`src/rtl/rstseq_pkg.sv`:
```
`timescale 1ns/1ps
package rstseq_pkg;

    localparam int unsigned NUM_SRC   = 6;
    localparam int unsigned SRC_POR   = 0;
    localparam int unsigned SRC_BROWN = 1;
    localparam int unsigned SRC_PIN   = 2;
    localparam int unsigned SRC_WDOG  = 3;
    localparam int unsigned SRC_ALARM = 4;
    localparam int unsigned SRC_DEBUG = 5;

    typedef logic [NUM_SRC-1:0] src_vec_t;

    // Sequencer phase: running, counting the hold period, waiting on the pin.
    typedef enum logic [1:0] {
        PH_RUN  = 2'd0,
        PH_HOLD = 2'd1,
        PH_WAIT = 2'd2
    } phase_e;

    typedef struct packed {
        logic brown;
        logic wdog_tmo;
        logic wdog_arm;
        logic alarm;
        logic asleep;
        logic debug;
    } int_req_t;

    // Gate the raw internal inputs and place each request on its cause bit.
    function automatic src_vec_t build_requests(int_req_t r, logic pin_hit);
        src_vec_t v;
        v            = '0;
        v[SRC_BROWN] = r.brown;
        v[SRC_WDOG]  = r.wdog_tmo & r.wdog_arm;
        v[SRC_ALARM] = r.alarm & r.asleep;
        v[SRC_DEBUG] = r.debug;
        v[SRC_PIN]   = pin_hit;
        return v;
    endfunction

    function automatic logic phase_holds_core(phase_e p);
        return p != PH_RUN;
    endfunction

    function automatic logic phase_drives_pin(phase_e p);
        return p == PH_HOLD;
    endfunction

endpackage

```
`src/rtl/rstseq_run_counter.sv`:
```
`timescale 1ns/1ps
module rstseq_run_counter #(
    parameter int unsigned LIMIT = 3,
    parameter bit          PULSE = 1'b0
) (
    input  logic clk_i,
    input  logic clr_i,
    input  logic match_i,
    output logic flag_o
);
    localparam int unsigned    CW  = $clog2(LIMIT + 1);
    localparam logic [CW-1:0]  TOP = CW'(LIMIT);
    localparam logic [CW-1:0]  PRE = CW'(LIMIT - 1);

    logic [CW-1:0] run_q;

    // Length of the current run of matching samples, saturating at LIMIT.
    always_ff @(posedge clk_i) begin
        if (clr_i) begin
            run_q <= '0;
        end else if (!match_i) begin
            run_q <= '0;
        end else if (run_q != TOP) begin
            run_q <= run_q + CW'(1);
        end
    end

    generate
        if (PULSE) begin : g_pulse
            logic hit_q;
            always_ff @(posedge clk_i) begin
                if (clr_i) begin
                    hit_q <= 1'b0;
                end else begin
                    hit_q <= match_i && (run_q == PRE);
                end
            end
            assign flag_o = hit_q;

            p_single_hit_r4: assert property (@(posedge clk_i) disable iff (clr_i)
                hit_q |=> !hit_q);
        end else begin : g_level
            assign flag_o = (run_q == TOP);
        end
    endgenerate

endmodule

```
`src/rtl/rstseq_pin_qual.sv`:
```
`timescale 1ns/1ps
module rstseq_pin_qual #(
    parameter int unsigned SYNC_STAGES = 2,
    parameter int unsigned LOW_QUAL    = 3,
    parameter int unsigned HIGH_QUAL   = 4
) (
    input  logic clk_i,
    input  logic clr_i,
    input  logic pin_n_i,
    output logic fire_o,
    output logic high_ok_o
);
    logic [SYNC_STAGES-1:0] sync_q;
    logic                   pin_s;

    always_ff @(posedge clk_i) begin
        if (clr_i) begin
            sync_q <= '1;
        end else begin
            sync_q <= {sync_q[SYNC_STAGES-2:0], pin_n_i};
        end
    end

    assign pin_s = sync_q[SYNC_STAGES-1];

    rstseq_run_counter #(.LIMIT(LOW_QUAL), .PULSE(1'b1)) u_low_run (
        .clk_i   (clk_i),
        .clr_i   (clr_i),
        .match_i (!pin_s),
        .flag_o  (fire_o)
    );

    rstseq_run_counter #(.LIMIT(HIGH_QUAL), .PULSE(1'b0)) u_high_run (
        .clk_i   (clk_i),
        .clr_i   (clr_i),
        .match_i (pin_s),
        .flag_o  (high_ok_o)
    );

endmodule

```
`src/rtl/rstseq_hold_fsm.sv`:
```
`timescale 1ns/1ps
module rstseq_hold_fsm
    import rstseq_pkg::*;
#(
    parameter int unsigned HOLD_CYCLES = 1025
) (
    input  logic     clk_i,
    input  logic     por_i,
    input  src_vec_t req_i,
    input  logic     high_ok_i,
    output phase_e   phase_o,
    output src_vec_t cause_o
);
    localparam int unsigned   CW   = $clog2(HOLD_CYCLES + 1);
    localparam logic [CW-1:0] LAST = CW'(HOLD_CYCLES - 1);

    phase_e        phase_q;
    logic [CW-1:0] cnt_q;
    src_vec_t      cause_q;
    logic          any_req;

    assign any_req = |req_i;

    always_ff @(posedge clk_i) begin
        if (por_i) begin
            phase_q <= PH_HOLD;
            cnt_q   <= '0;
            cause_q <= src_vec_t'(1) << SRC_POR;
        end else if (any_req) begin
            phase_q <= PH_HOLD;
            cnt_q   <= '0;
            cause_q <= ((phase_q == PH_RUN) ? '0 : cause_q) | req_i;
        end else begin
            case (phase_q)
                PH_HOLD: begin
                    if (cnt_q == LAST) begin
                        cnt_q   <= '0;
                        phase_q <= high_ok_i ? PH_RUN : PH_WAIT;
                    end else begin
                        cnt_q <= cnt_q + CW'(1);
                    end
                end
                PH_WAIT: begin
                    if (high_ok_i) begin
                        phase_q <= PH_RUN;
                    end
                end
                default: begin
                end
            endcase
        end
    end

    assign phase_o = phase_q;
    assign cause_o = cause_q;

    p_restart_on_req_r8: assert property (@(posedge clk_i) disable iff (por_i)
        any_req |=> (cnt_q == '0) && (phase_q == PH_HOLD));

    p_hold_until_limit_r3: assert property (@(posedge clk_i) disable iff (por_i)
        (phase_q == PH_HOLD && !any_req && cnt_q != LAST) |=> phase_q == PH_HOLD);

    p_wait_for_pin_r7: assert property (@(posedge clk_i) disable iff (por_i)
        (phase_q == PH_WAIT && !high_ok_i && !any_req) |=> phase_q == PH_WAIT);

    p_cause_present_r9: assert property (@(posedge clk_i) disable iff (por_i)
        phase_q != PH_RUN |-> cause_q != '0);

endmodule

```
`src/rtl/sys_reset_seq.sv`:
```
`timescale 1ns/1ps
module sys_reset_seq
    import rstseq_pkg::*;
#(
    parameter int unsigned HOLD_CYCLES = 1025,
    parameter int unsigned SYNC_STAGES = 2,
    parameter int unsigned LOW_QUAL    = 3,
    parameter int unsigned HIGH_QUAL   = 4,
    parameter int unsigned PC_W        = 24,
    parameter int unsigned GPIO_W      = 8
) (
    input  logic              clk,
    input  logic              por_i,
    input  logic              brown_i,
    input  logic              wdog_tmo_i,
    input  logic              wdog_rst_en_i,
    input  logic              alarm_i,
    input  logic              sleep_i,
    input  logic              dbg_rst_i,
    input  logic              pin_rst_n_i,
    output logic              pin_pull_o,
    output logic              core_rst_o,
    output logic [5:0]        cause_o,
    input  logic [PC_W-1:0]   pc_i,
    output logic [PC_W-1:0]   pc_o,
    input  logic [GPIO_W-1:0] gpio_dir_i,
    output logic [GPIO_W-1:0] gpio_dir_o
);
    int_req_t int_req;
    src_vec_t req_vec;
    src_vec_t cause_vec;
    phase_e   phase;
    logic     pin_fire;
    logic     pin_high_ok;
    logic     live_req;

    rstseq_pin_qual #(
        .SYNC_STAGES (SYNC_STAGES),
        .LOW_QUAL    (LOW_QUAL),
        .HIGH_QUAL   (HIGH_QUAL)
    ) u_pin_qual (
        .clk_i     (clk),
        .clr_i     (por_i),
        .pin_n_i   (pin_rst_n_i),
        .fire_o    (pin_fire),
        .high_ok_o (pin_high_ok)
    );

    assign int_req = '{
        brown:    brown_i,
        wdog_tmo: wdog_tmo_i,
        wdog_arm: wdog_rst_en_i,
        alarm:    alarm_i,
        asleep:   sleep_i,
        debug:    dbg_rst_i
    };

    assign req_vec = build_requests(int_req, pin_fire);

    rstseq_hold_fsm #(
        .HOLD_CYCLES (HOLD_CYCLES)
    ) u_hold (
        .clk_i     (clk),
        .por_i     (por_i),
        .req_i     (req_vec),
        .high_ok_i (pin_high_ok),
        .phase_o   (phase),
        .cause_o   (cause_vec)
    );

    // Requests raise reset immediately; release only follows the registered phase.
    assign live_req   = por_i | (|req_vec);
    assign core_rst_o = live_req | phase_holds_core(phase);
    assign pin_pull_o = live_req | phase_drives_pin(phase);
    assign cause_o    = cause_vec;
    assign pc_o       = core_rst_o ? '0 : pc_i;
    assign gpio_dir_o = core_rst_o ? '1 : gpio_dir_i;

    p_pull_implies_core_r6: assert property (@(posedge clk) disable iff (por_i)
        pin_pull_o |-> core_rst_o);

endmodule

```
`config.mk`:
```
export PLATFORM = sky130hd
export DESIGN_NAME = sys_reset_seq
export DESIGN_NICKNAME = d
export VERILOG_FILES = /design/src/rtl/rstseq_pkg.sv /design/src/rtl/rstseq_run_counter.sv /design/src/rtl/rstseq_pin_qual.sv /design/src/rtl/rstseq_hold_fsm.sv /design/src/rtl/sys_reset_seq.sv
export SDC_FILE = /design/constraint.sdc
export NUM_CORES = 1
export LEC_CHECK = 0
export ABC_AREA = 0
export BUFFER_PORTS_ARGS = -buffer_cell sky130_fd_sc_hd__buf_2
export CAP_MARGIN = 40
export CORE_UTILIZATION = 50
export CTS_BUF_LIST = sky130_fd_sc_hd__clkbuf_4 sky130_fd_sc_hd__clkbuf_8
export DETAILED_ROUTE_END_ITERATION = 12
export PLACE_DENSITY = 0.87
export SYNTH_ARGS = -nofsm -noshare
export SYNTH_HDL_FRONTEND = slang
export SYNTH_HIERARCHICAL = 1
export SYNTH_SLANG_ARGS = --single-unit
```
`constraint.sdc`:
```
create_clock -name clk -period 4.9 [get_ports clk]
set_input_delay 0 -clock clk [delete_from_list [all_inputs] [get_ports clk]]
set_output_delay 0 -clock clk [all_outputs]
set_load 0.01 [all_outputs]
```
==> impl_results.md <==
* Result of the run: finished, final reports clean
* Maximum fanout along the worst path at 6
* Maximum number of pins on one net before global-route repair at 35
* Net switching share of the total power at 24.9%
* TritonCTS Sinks at 27
* Length of routed met2 wiring at 1.82 mm
* Global-route wire length before repair at 5.82 mm
* Final Max Slew Viols at 0
* DR vias/cell at 5.06
* Number of violations of the max-capacitance limit at 0
* Relative slew margins at 51.7%
* Number of global-route vias before repair at 1319
* Area share of fa/ha/maj cells after synthesis at 4.76%
* Hold-fix buffers, CTS at 6
* XOR/XNOR Fraction of Synth Area at 6.11%
* Top cell type's share of synthesized area at 34.3%
* Setup-failing EPs final at 0
* Wire length on met1 at 1.63 mm
* Die boundary width at 58.2 um
* Antenna violations before repair at 0
* Number of flops mapped to enable cells by yosys at 0
* Share of post-route cells with drive strength above 1 at 37.4%
* Largest family of logic cells by synthesized area: simple AND/OR/NAND/NOR gates
* Most instantiated flip-flop cell in the synthesis netlist: dfxtp_1
* Synth async-reset ratio at 0%
* Worst hold slack at 0.0279 ns
* Worst Clk Skew at 0.0108 ns
* Startpoint of the worst-slack reg-to-reg timing path: u_pin_qual/u_low_run/flag_o$_SDFF_PP0_
* Post-layout min period at 2.35 ns
* Top cells by area, synth: dfxtp_1 34%, and4_1 13%, nor2_1 5.0%, ha_1 4.8%, nand4b_1 4.4%
* Part of the power in combinational logic at 14.0%
* Total net switching power at 0.0955 mW
* Residual antenna-violating net count after detailed routing at 0
* Number of placed instances, taps included at 296
* Total setup buffers inserted after CTS at 0
* Overall die height at 58.2 um
* Warning count from the yosys run at 6
* Number of endpoints with negative hold slack in the final report at 0
* Total gr overflow at 0
* Routed length on met3 at 141 um
* Accumulated negative setup slack at 0 ns
* Slew at the pin with the worst max-slew slack at 0.718 ns
* Cell area after technology mapping at 1580 um2
* Post-layout instance count excluding filler cells at 306
* Number of resized instances in the post-cts repair step at 0
* Post-DR wirelength/cell at 11.7 um
* Nature of the critical path startpoint: flop
* Share of total power in sequential cells at 59.8%
* Final routed DRC violation total at 0
* Maximum resistive drop on vdd at 0.287 mV
* Routed wire length at 3.59 mm
* Global placement routability congestion at 0.806
* Portion of total power attributed to the clock network at 26.1%
* PortBufs at 80
* Worst Setup End Kind: flop
* Distinct cell type count of the synthesized netlist at 45
* Setup slack, reg-to-reg at 2.55 ns
* Aggregate global-route resource usage at 21.6%
* CTS tree: yes
* Via count at 1549
* Post-synthesis cell count at 177
* Hold path startpoint: sleep_i
* Power Internal at 0.288 mW
* DP Wirelength at 2.58 mm
* Arrival time reported for the critical path endpoint at 2.64 ns
* Maximum buffer depth of the clock tree at 2
* Critical Path RT at 5.19 ns
* Clock slew at the register clock pins of the worst setup and hold paths at 0.15 ns
* Number of CTS-inserted buffers at 3
* Number of nets in the final layout at 310
* Fraction of the mapped netlist area in compound gates at 8.17%
* Fraction of synthesized area in multiplexers at 0%
* Basic-gate share of the synthesized area counting and, or, nand and nor cells at 40.4%
* Power density over the cells at 183 nW/um2
* Placement Rows at 20
* Synthesized area per cell at 8.91 um2
* Hold Path Sink: u_hold/cause_o[4]$_SDFFE_PP0P_
* Worst reg-to-reg path cell count at 5
* End of the worst register-to-register path: u_hold/cause_o[1]$_SDFFE_PP0P_
* Library cell occupying the most area in the post-synthesis netlist: dfxtp_1
* Setup CP Type: reg2reg
* Antenna cell count at 0
* H-Tree Level Count at 1
* Max Freq at 425 MHz
* Highest layer used for signal routing: met3
* Boundary pin count at 81
* Area grow syn2layout at 32.9%
* Kind of path behind the tightest hold check: in2reg
* Share of the clock period used by the worst path at 48.0%
* Worst Hold Path Cells at 4
* Clock root buffer: clkbuf_4
* Top cells by count, synth: 27 x dfxtp_1, 24 x and4_1, 21 x nor2_1, 9 x a21oi_1, 9 x inv_1
* Initial core utilization at 52.1%
* Most instantiated library cell after synthesis: dfxtp_1
* FF+latch count, synth at 27
* Crit. Startpoint: u_pin_qual/u_low_run/flag_o$_SDFF_PP0_
* Number of fill cells at 244
* DR pass1 iterations at 4
* Leakage power figure at 0.951 nW
* Clk_lat worst skew at 0.33 ns
* Drt initial violations at 77
* Setup repair after global routing missed its margin: no
* CORE AREA at 3030 um2
* Die outline area at 3380 um2
* Sequential fraction of the synthesis area at 34.3%
metal layers:
metal / track usage (%) / vias up
li1: - / 810
met1: 28.3 / 709
met2: 37.8 / 30
met3: 5.36 / 0
met4: 1.02 / 0
met5: 0 / -
cell type report:
type	instances	area, um2	area share [%]
multi-input cells	133	948	45.3
flip-flops and latches	27	541	25.8
repair buffers	89	487	23.2
well taps	44	55.1	2.63
inverters	9	33.8	1.61
clock buffers	3	22.5	1.07
clock inverters	1	8.76	0.418
stage by stage:
stage	instance area (um2)	power, mW	worst slack, ns	utilization [%]
finish	2100	0.383	2.55	69.2
global route	2100	0.404	2.43	69.2
CTS	2100	0.387	2.61	69.2
detailed placement	2000	0.283	3.09	66.2
global placement	1990	0.281	3.14	65.8
floorplan	1580	0.261	3.22	-
flip-flops by register name, indices dropped and copies added, names as in the netlist:
signal and cells:
u_pin_qual/sync_q 2, u_pin_qual/u_high_run/run_q 3, u_pin_qual/u_low_run/flag_o 1, u_pin_qual/u_low_run/run_q 2
u_hold/cnt_q 11, u_hold/cause_o 6, u_hold/phase_o 2
power by group through the flow:
| stage | clock network, mW | registers [mW] | logic, mW |
|---|---|---|---|
| 5_1_grt | 0.114 | 0.230 | 0.0592 |
| 2_1_floorplan | 0 | 0.235 | 0.0265 |
| 3_3_place_gp | 0 | 0.234 | 0.0472 |
| 6_report | 0.100 | 0.229 | 0.0537 |
| 3_5_place_dp | 0 | 0.234 | 0.0488 |
| 4_1_cts | 0.104 | 0.229 | 0.0529 |
cell usage in the layout, fill, tap and decap left out, types with 4 or more instances in the layout:
cell type / Yosys / routed
buf_2: 2 / 80
dfxtp_1: 27 / 27
and4_1: 24 / 24
nor2_1: 21 / 21
inv_1: 9 / 9
a21oi_1: 9 / 9
nand4b_1: 8 / 8
nand3_1: 6 / 6
dlygate4sd3_1: 0 / 6
xor2_1: 6 / 6
nand2_1: 6 / 6
ha_1: 6 / 6
xnor2_1: 5 / 5
nand4_1: 4 / 4
how the worst max path moves through the flow:
stage	slack, ns	to	cells past startpoint
2_1_floorplan	3.22	u_hold/cnt_q[0]$_SDFFE_PP0P_	5
3_3_place_gp	3.14	pc_o[6]	3
3_5_place_dp	3.09	u_hold/cnt_q[9]$_SDFFE_PP0P_	4
4_1_cts	2.61	u_hold/cause_o[5]$_SDFFE_PP0P_	5
5_1_grt	2.43	u_hold/cause_o[5]$_SDFFE_PP0P_	5
6_report	2.55	u_hold/cause_o[1]$_SDFFE_PP0P_	5
worst max-delay path, stage by stage (launching register included):
cell,delay (ns)
dfxtp_1,0.38
or4_4,0.50
o31ai_1,0.61
a21oi_1,0.15
nor2_1,0.12
dlygate4sd3_1,0.55
logic make-up (layout without fill, tap and decap cells):
| group | Yosys count | in the layout |
|---|---|---|
| and+or+nand+nor | 95 | 95 |
| DFF | 27 | 27 |
| buffers and inverters | 19 | 102 |
| AOI/OAI and AO/OA | 18 | 18 |
| xor gates and xnor gates | 11 | 11 |
| adders and majority gates | 6 | 6 |
| other | 1 | 3 |
Note: power is estimated with default switching activity, not from simulation.
